### config.mk
export PLATFORM = sky130hd
export DESIGN_NAME = range_tlb
export DESIGN_NICKNAME = d
export VERILOG_FILES = /design/src/rtl/range_tlb_pkg.sv /design/src/rtl/range_tlb_match.sv /design/src/rtl/range_tlb_pick.sv /design/src/rtl/range_tlb_rr.sv /design/src/rtl/range_tlb.sv
export SDC_FILE = /design/constraint.sdc
export NUM_CORES = 2
export LEC_CHECK = 0
export BUFFER_PORTS_ARGS = -buffer_cell sky130_fd_sc_hd__buf_2
export CORE_UTILIZATION = 55
export DETAILED_ROUTE_END_ITERATION = 8
export GPL_TIMING_DRIVEN = 0
export PLACE_DENSITY_LB_ADDON = 0.2
export REMOVE_ABC_BUFFERS = 1
export SYNTH_ARGS = -nofsm -noshare
export SYNTH_HDL_FRONTEND = slang
export SYNTH_SLANG_ARGS = --single-unit
### constraint.sdc
create_clock -name clk_i -period 12.2 [get_ports clk_i]
set_input_delay 3.05 -clock clk_i [delete_from_list [all_inputs] [get_ports clk_i]]
set_output_delay 3.05 -clock clk_i [all_outputs]
set_load 0.05 [all_outputs]
### src/rtl/range_tlb_pkg.sv
package range_tlb_pkg;

  typedef enum logic [1:0] {
    OP_INS_ADDR  = 2'd0,
    OP_INS_PROT  = 2'd1,
    OP_PURGE_VA  = 2'd2,
    OP_PURGE_ALL = 2'd3
  } tlb_op_e;

  // protection group, packed so that it mirrors operand bits [29:1]
  typedef struct packed {
    logic       trap_ref;
    logic       dirty;
    logic       brk;
    logic [2:0] acc_kind;
    logic [1:0] priv_hi;
    logic [1:0] priv_lo;
    logic       usr;
    logic [17:0] acc_id;
  } prot_t;

  localparam int PROT_W   = $bits(prot_t);
  localparam int PROT_LSB = 1;

endpackage

### src/rtl/range_tlb_match.sv
module range_tlb_match #(
  parameter int N  = 8,
  parameter int AW = 32,
  localparam int IW = (N > 1) ? $clog2(N) : 1
) (
  input  logic [N-1:0][AW-1:0] lo_i,
  input  logic [N-1:0][AW-1:0] hi_i,
  input  logic [AW-1:0]        addr_i,
  output logic [N-1:0]         hit_vec_o,
  output logic                 any_o,
  output logic [IW-1:0]        first_o
);

  for (genvar g = 0; g < N; g++) begin : g_cmp
    assign hit_vec_o[g] = (lo_i[g] <= addr_i) && (addr_i <= hi_i[g]);
  end

  assign any_o = |hit_vec_o;

  // lowest index wins
  always_comb begin
    first_o = '0;
    for (int i = N - 1; i >= 0; i--) begin
      if (hit_vec_o[i]) first_o = IW'(i);
    end
  end

endmodule

### src/rtl/range_tlb_pick.sv
module range_tlb_pick #(
  parameter int N = 8,
  localparam int IW = (N > 1) ? $clog2(N) : 1
) (
  input  logic [N-1:0]  valid_i,
  input  logic [N-1:0]  cover_i,
  input  logic [IW-1:0] rr_i,
  output logic [IW-1:0] slot_o,
  output logic          use_rr_o
);

  // last free slot in scan order; fall back to round-robin victim
  always_comb begin
    slot_o   = rr_i;
    use_rr_o = 1'b1;
    for (int i = 0; i < N; i++) begin
      if (!valid_i[i] || cover_i[i]) begin
        slot_o   = IW'(i);
        use_rr_o = 1'b0;
      end
    end
  end

endmodule

### src/rtl/range_tlb_rr.sv
module range_tlb_rr #(
  parameter int N = 8,
  localparam int IW = (N > 1) ? $clog2(N) : 1
) (
  input  logic          clk_i,
  input  logic          rst_ni,
  input  logic          adv_i,
  output logic [IW-1:0] ptr_o
);

  localparam logic [IW-1:0] LAST = IW'(N - 1);

  always_ff @(posedge clk_i or negedge rst_ni) begin
    if (!rst_ni)    ptr_o <= '0;
    else if (adv_i) ptr_o <= (ptr_o == LAST) ? '0 : ptr_o + 1'b1;
  end

endmodule

### src/rtl/range_tlb.sv
module range_tlb
  import range_tlb_pkg::*;
#(
  parameter int N_ENTRIES = 8,
  parameter int VA_W      = 32,
  parameter int OP_W      = 32,
  parameter int PAGE_BITS = 12,
  parameter int PPN_W     = 20,
  parameter int PPN_LSB   = 5,
  localparam int PA_W     = PPN_W + PAGE_BITS
) (
  input  logic              clk_i,
  input  logic              rst_ni,
  input  logic              cmd_valid_i,
  input  logic [1:0]        cmd_op_i,
  input  logic [VA_W-1:0]   cmd_addr_i,
  input  logic [OP_W-1:0]   cmd_data_i,
  input  logic [VA_W-1:0]   lk_addr_i,
  output logic              lk_hit_o,
  output logic [PA_W-1:0]   lk_pa_o,
  output logic [PROT_W-1:0] lk_prot_o,
  output logic              cmd_err_o
);

  localparam int IW = (N_ENTRIES > 1) ? $clog2(N_ENTRIES) : 1;
  localparam logic [VA_W-1:0] OFF_MASK =
    {{(VA_W-PAGE_BITS){1'b0}}, {PAGE_BITS{1'b1}}};

  // entry storage, gathered from the per-entry registers below
  logic [N_ENTRIES-1:0][VA_W-1:0]  lo_q, hi_q;
  logic [N_ENTRIES-1:0][PPN_W-1:0] ppn_q;
  prot_t [N_ENTRIES-1:0]           prot_q;
  logic [N_ENTRIES-1:0]            valid_q;

  tlb_op_e op;
  logic    ins_addr, ins_prot, purge_va, purge_all;

  assign op        = tlb_op_e'(cmd_op_i);
  assign ins_addr  = cmd_valid_i && (op == OP_INS_ADDR);
  assign ins_prot  = cmd_valid_i && (op == OP_INS_PROT);
  assign purge_va  = cmd_valid_i && (op == OP_PURGE_VA);
  assign purge_all = cmd_valid_i && (op == OP_PURGE_ALL);

  // command-side range match
  logic [N_ENTRIES-1:0] cm_vec;
  logic                 cm_any;
  logic [IW-1:0]        cm_idx;

  range_tlb_match #(.N(N_ENTRIES), .AW(VA_W)) u_cmd_match (
    .lo_i     (lo_q),
    .hi_i     (hi_q),
    .addr_i   (cmd_addr_i),
    .hit_vec_o(cm_vec),
    .any_o    (cm_any),
    .first_o  (cm_idx)
  );

  // lookup-side range match
  logic [N_ENTRIES-1:0] lk_vec;
  logic                 lk_any;
  logic [IW-1:0]        lk_idx;

  range_tlb_match #(.N(N_ENTRIES), .AW(VA_W)) u_lk_match (
    .lo_i     (lo_q),
    .hi_i     (hi_q),
    .addr_i   (lk_addr_i),
    .hit_vec_o(lk_vec),
    .any_o    (lk_any),
    .first_o  (lk_idx)
  );

  // slot choice for insert-address
  logic [IW-1:0] rr_ptr, slot;
  logic          use_rr;

  range_tlb_pick #(.N(N_ENTRIES)) u_pick (
    .valid_i (valid_q),
    .cover_i (cm_vec & valid_q),
    .rr_i    (rr_ptr),
    .slot_o  (slot),
    .use_rr_o(use_rr)
  );

  range_tlb_rr #(.N(N_ENTRIES)) u_rr (
    .clk_i (clk_i),
    .rst_ni(rst_ni),
    .adv_i (ins_addr && use_rr),
    .ptr_o (rr_ptr)
  );

  // operand decode
  logic [VA_W-1:0]  page_lo, page_hi;
  logic [PPN_W-1:0] new_ppn;
  prot_t            new_prot;
  logic             prot_ok;

  assign page_lo  = cmd_addr_i & ~OFF_MASK;
  assign page_hi  = page_lo | OFF_MASK;
  assign new_ppn  = cmd_data_i[PPN_LSB +: PPN_W];
  assign new_prot = prot_t'(cmd_data_i[PROT_LSB +: PROT_W]);
  assign prot_ok  = cm_any && !valid_q[cm_idx];

  for (genvar g = 0; g < N_ENTRIES; g++) begin : g_ent
    logic             wr_addr, wr_prot, clr;
    logic [VA_W-1:0]  lo_r, hi_r;
    logic [PPN_W-1:0] ppn_r;
    prot_t            prot_r;
    logic             valid_r;

    assign wr_addr = ins_addr && (slot == IW'(g));
    assign wr_prot = ins_prot && prot_ok && (cm_idx == IW'(g));
    assign clr     = purge_all
                  || (ins_addr && valid_r && cm_vec[g])
                  || (purge_va && cm_any && (cm_idx == IW'(g)) && valid_r);

    always_ff @(posedge clk_i or negedge rst_ni) begin
      if (!rst_ni) begin
        lo_r    <= '1;
        hi_r    <= '0;
        ppn_r   <= '0;
        prot_r  <= '0;
        valid_r <= 1'b0;
      end else if (wr_addr) begin
        lo_r    <= page_lo;
        hi_r    <= page_hi;
        ppn_r   <= new_ppn;
        prot_r  <= '0;
        valid_r <= 1'b0;
      end else if (clr) begin
        lo_r    <= '1;
        hi_r    <= '0;
        ppn_r   <= '0;
        prot_r  <= '0;
        valid_r <= 1'b0;
      end else if (wr_prot) begin
        prot_r  <= new_prot;
        valid_r <= 1'b1;
      end
    end

    assign lo_q[g]    = lo_r;
    assign hi_q[g]    = hi_r;
    assign ppn_q[g]   = ppn_r;
    assign prot_q[g]  = prot_r;
    assign valid_q[g] = valid_r;
  end

  // rejected insert-protection pulse
  logic err_q;
  always_ff @(posedge clk_i or negedge rst_ni) begin
    if (!rst_ni) err_q <= 1'b0;
    else         err_q <= ins_prot && !prot_ok;
  end
  assign cmd_err_o = err_q;

  // lookup result
  logic lk_hit;
  assign lk_hit    = lk_any && valid_q[lk_idx];
  assign lk_hit_o  = lk_hit;
  assign lk_pa_o   = lk_hit ? {ppn_q[lk_idx], lk_addr_i[PAGE_BITS-1:0]} : '0;
  assign lk_prot_o = lk_hit ? prot_q[lk_idx] : '0;

endmodule

# == Word-level counts from Yosys, hierarchy flattened ==
# Index checks and enable logic that the tools add are counted.
# totals
wordCells,420
register_bits,916
input_bits,101
out_inout_bits,63
# op_classes
bitwise_logic,1
n_addsub,1
n_reduce_logical,129
eq_ne,18
order_cmp,34
muxes,139
# op_table
cell,count
$mux W32,33
$le A32 B32 Y1,32
$mux W29,26
$mux W20,17
$bmux W29 S3,1
$mux W3,25
$logic_and A1 B1 Y1,74
$bmux W20 S3,1
$mux W1,34
$eq A3 B3 Y1 const B,9
$logic_or A1 B1 Y1,24
$reduce_bool A3 Y1,8
$reduce_bool A2 Y1,8
$reduce_or A8 Y1,2
$eq A3 B2 Y1 const B,4
$logic_not A1 Y1,10
$and A8 B8 Y8,1
$lt A3 B4 Y1 const B,2
$bmux W1 S3,2
$eq A3 B1 Y1 const B,2
$logic_not A3 Y1,2
$eq A2 B2 Y1 const B,2
$add A3 B1 Y3 const B,1
$eq A2 B1 Y1 const B,1
$logic_not A2 Y1,1

# == Depth between registers and ports, before layout ==
# logic_depth
word_depth,19
mapped_depth,19
ltp_nobuf,14

# == Cells and area by module ==
# From an unflattened synthesis, not the netlist that was laid out.
# hier_totals
hier_cells,6433
area_unflattened_um2,56872.0
# modules_own_cells
mod,area_per_inst_um2,instances,cells_each,seq_area_each_um2
range_tlb,32123.3,1,3132,18652.9
range_tlb_match,12221.7,2,1634,0.0
range_tlb_pick,162.7,1,22,0.0
range_tlb_rr,142.6,1,11,75.1

# == Least setup slack after synthesis ==
# No wires, ideal clock.
# synth_timing
path_type,input -> output
start,input lk_addr_i[9]
end,output lk_prot_o[18]
t_required_ps,9150
arrival_ps,8447
stages,16
setup_slack_ps,703
n_path_buf,3
path_cell_list,inv_1 -> ha_1 -> nand4_1 -> or4_1 -> nor3_1 -> nand2_1 -> a22o_1 -> a211oi_2 -> a21o_1 -> a311o_1 -> buf_2 -> nor2_1 -> clkbuf_1 -> buf_1 -> o2bb2ai_1 -> a2111oi_0
# synth_between
elab_chain_len,14
elab_cells_between_ends,39
cone_classes,16 x order compare; 13 x mux; 10 x reduce/logical
# synth_rtl
element,line_no,rtl
from (decl),range_tlb.sv:18,"input logic [VA_W-1:0] lk_addr_i,"
$le A32 B32 Y1,range_tlb_match.sv:15,assign hit_vec_o[g] = (lo_i[g] <= addr_i) && (addr_i <= hi_i[g]);
$logic_and A1 B1 Y1,range_tlb_match.sv:15,
$mux W3 (8 in a row),range_tlb_match.sv:24,if (hit_vec_o[i]) first_o = IW'(i);
$bmux W1 S3,range_tlb.sv:158,assign lk_hit = lk_any && valid_q[lk_idx];
$mux W1 (implied by the code),range_tlb.sv:158,
$logic_and A1 B1 Y1,range_tlb.sv:158,
$mux W29 (*),range_tlb.sv:161,assign lk_prot_o = lk_hit ? prot_q[lk_idx] : '0;
to (decl),range_tlb.sv:21,"output logic [PROT_W-1:0] lk_prot_o,"
# Every way passes the cells marked *; elsewhere a longest branch is shown, timed or not. The select of a mux whose other input is x is not followed.

# == Worst setup path after layout ==
# layout_timing
start,input lk_addr_i[0]
end,output lk_prot_o[21]
# The elaborated chain is that of the path after synthesis.

==> reports/summary.txt <==
initial antenna violation count: 7
CP required: 9.15 ns
final setup fails: 0
RSZ-0062 raised after global routing: false
clock root buffer master: clkbuf_16
largest net degree at the start of global routing: 117
register area share after synthesis: 34.6%
status: complete, but fails checks
GR Util All Layers: 37.8%
via count: 48400
worst slew pin tran: 1.68 ns
pwr/cell area: 120 mW/mm2
post-synthesis adder-cell area fraction: 23.7%
top fanout value on the critical path: 17
Finished Layout Cells: 7107
clk_lat worst skew: 0.68 ns
CP Class: input pin to primary output
ANT nets after route: 0
# clock sinks: 740
count of cell types in the netlist: 92
failing checks: max-capacitance violations, max-slew violations
leakage power total: 27.4 nW
CTS tree: done
Worst setup SP type: input pin
detailed-route DRC error count: 0
Fmax: 82.0 MHz
most frequent cells in the layout: 1026 x ha_1, 572 x dfrtp_1, 475 x nand2_1
syn avg cell area: 9.52 um2
Hold Buf Count CTS: 0
Synth-to-Final Area Change: 11.6%
Synth Area in Compound Gates: 21.8%
final clock skew: 0.0339 ns
clock transition at the registers of the reported paths: 0.06 ns
Vias/cell: 6.81
detailed placement HPWL: 127 mm
grt ovf: 0
DIE AREA: 0.0997 mm2
Hold Fails Final Rpt: 0
initial drt markers: 4954
Core Area: 0.0971 mm2
period utilization: 100%
Nets: 6888
IO Pins: 164
final WL: 190 mm
Warnings, synthesis: 0
vias in the first global route: 46400
Worst Path Arrival: 9.15 ns
CP endpoint kind: primary output
Post-synth EDFFs: 0
Syn Inst Count: 5686
largest family of logic cells by synthesized area: adder cells
CTS HTree Levels: 3
number of fill cells in the layout: 8105
row cnt: 114
Max clock buf depth: 3
slew margin rel.: -12.9%
Place WS: -0.583 ns
gpl congestion: 0.992
mean routed wirelength per cell: 26.8 um
Synth Register Bits: 740
multiplexer area fraction after synthesis: 3.50%
die width: 316 um
final setup margin: 0.000117 ns
first-pass GRT wire length: 284 mm
port bufs: 160
Final Total Pwr: 7.23 mW
TritonCTS Buffers: 84
DP Cell Count: 6937
Fin Hold WS: 0.481 ns
commonest non-fill, non-tap cell in the layout: ha_1
Post-Synth XOR/XNOR Area: 0%
worst hold path class: flop to flop
ys flop type: dfrtp_1
drt first pass iters: 7
synthesized area: 0.0541 mm2
fin. max-slew vios: 2
share of post-route cells with drive strength above 1: 12.5%
# Max-Cap Violations: 1
Post-Synth Simple-Gate Area: 12.0%
Peak VDD IR: 0.150 mV
Initial Util: 55.7%
asr flop ratio synth: 100%
Tmin final: 12.20 ns
Die Span Y: 316 um
through the flow:
step	setup TNS (ns)	instance area, um2	util, %
2_1_floorplan	-285.33	53000	-
3_3_place_gp	-7563.56	55400	57.1
3_5_place_dp	-7.92	57200	58.9
4_1_cts	-0.0315	60300	62.1
5_1_grt	0	60400	62.2
6_report	0	60400	62.2
cell families (layout without fill, tap and decap cells):
logic type / Yosys count / in the layout
flip-flops: 740 / 740
AO/OA/AOI/OAI: 1788 / 1788
adder cells (fa/ha/maj): 1026 / 1026
multiplexers: 183 / 183
buffers and inverters: 604 / 747
other: 0 / 2
AND/OR/NAND/NOR: 1345 / 1345
Yosys cell counts (all sizes together) (19+ instances only):
library cell,n,area [um2]
a2111oi,68,633
a211oi,42,320
a21o,109,818
a21oi,456,2280
a22o,220,1930
a22oi,28,210
a2bb2oi,25,219
a31oi,19,125
buf,51,265
clkbuf,220,826
dfrtp,572,14300
dfstp,168,4410
ha,1026,12800
inv,332,1250
mux2,52,586
mux2i,131,1310
nand2,479,1800
nand2b,22,138
nand3,153,766
nand4,207,1290
nor2,231,867
nor2b,37,231
nor3,75,375
nor4,48,340
o211ai,53,403
o21a,42,315
o21ai,380,1900
o22ai,142,888
o2bb2ai,50,444
o31ai,46,350
worst max-delay path, cell delays in order:
cell,delay [ns]
buf_2,0.30
inv_1,0.38
ha_1,0.42
nand4_1,0.11
nor4_2,0.68
a21oi_1,0.14
a22oi_1,0.74
o211ai_1,0.53
nand2b_1,0.22
nand3b_1,0.26
a221oi_1,0.14
nor4_2,0.40
a221oi_4,0.08
buf_8,0.18
buf_8,0.17
buf_8,0.17
buf_16,0.17
a2111oi_1,0.57
buf_2,0.38
report_power, final:
| part | switching (mW) | total, mW | internal, mW |
|---|---|---|---|
| sequential | 0.0776 | 2.65 | 2.57 |
| combinational | 1.18 | 1.81 | 0.633 |
| clock | 1.16 | 2.77 | 1.61 |
final timing paths:
check	startpoint	end	slack (ns)	depth (start not counted)
hold reg to reg	g_ent[5].ppn_r[8]	g_ent[5].ppn_r[8]	0.48	2
setup reg to reg	g_ent[4].lo_r[23]	g_ent[6].prot_r[16]	5.33	14
min in group asynchronous	rst_ni	g_ent[1].hi_r[24]	2.32	1
max in group asynchronous	rst_ni	g_ent[2].ppn_r[9]	8.27	3
setup / recovery	lk_addr_i[0]	lk_prot_o[21]	0.0001	19
hold / removal	g_ent[5].ppn_r[8]	g_ent[5].ppn_r[8]	0.48	2
sequential cells by signal, indices dropped and copies added, names as in the netlist:
| name | cells |
|---|---|
| cmd_err_o | 1 |
| g_ent.prot_r | 232 |
| g_ent.hi_r | 168 |
| g_ent.lo_r | 168 |
| g_ent.ppn_r | 160 |
| u_rr.ptr_o | 3 |
| g_ent.valid_r | 8 |
routing by layer:
| metal | wire, um | track usage (%) |
|---|---|---|
| met2 | 82000 | 56.8 |
| met4 | 10100 | 18.7 |
| met5 | 10 | 0 |
| met3 | 21200 | 10.4 |
| met1 | 77000 | 50.1 |
area by class of cell:
type / instances / area [um2] / share of cell area, %
multi-input combinational: 4342 / 33400 / 55.3
tap: 1276 / 1600 / 2.64
antenna: 2 / 5.00 / 0.00829
clock inverter: 44 / 602 / 0.997
timing repair buffer: 260 / 2390 / 3.96
inverter: 333 / 1260 / 2.09
sequential: 740 / 18700 / 31.0
clock buffer: 110 / 2390 / 3.96
what timing repair did:
action,4_1_cts,5_1_grt
setup buffers,8,6
setup endpoints to repair,34,34
pin swaps,2,1
gates resized for setup,15,13
cloned,0,0
No activity file was read; power rests on OpenSTA's default activity.
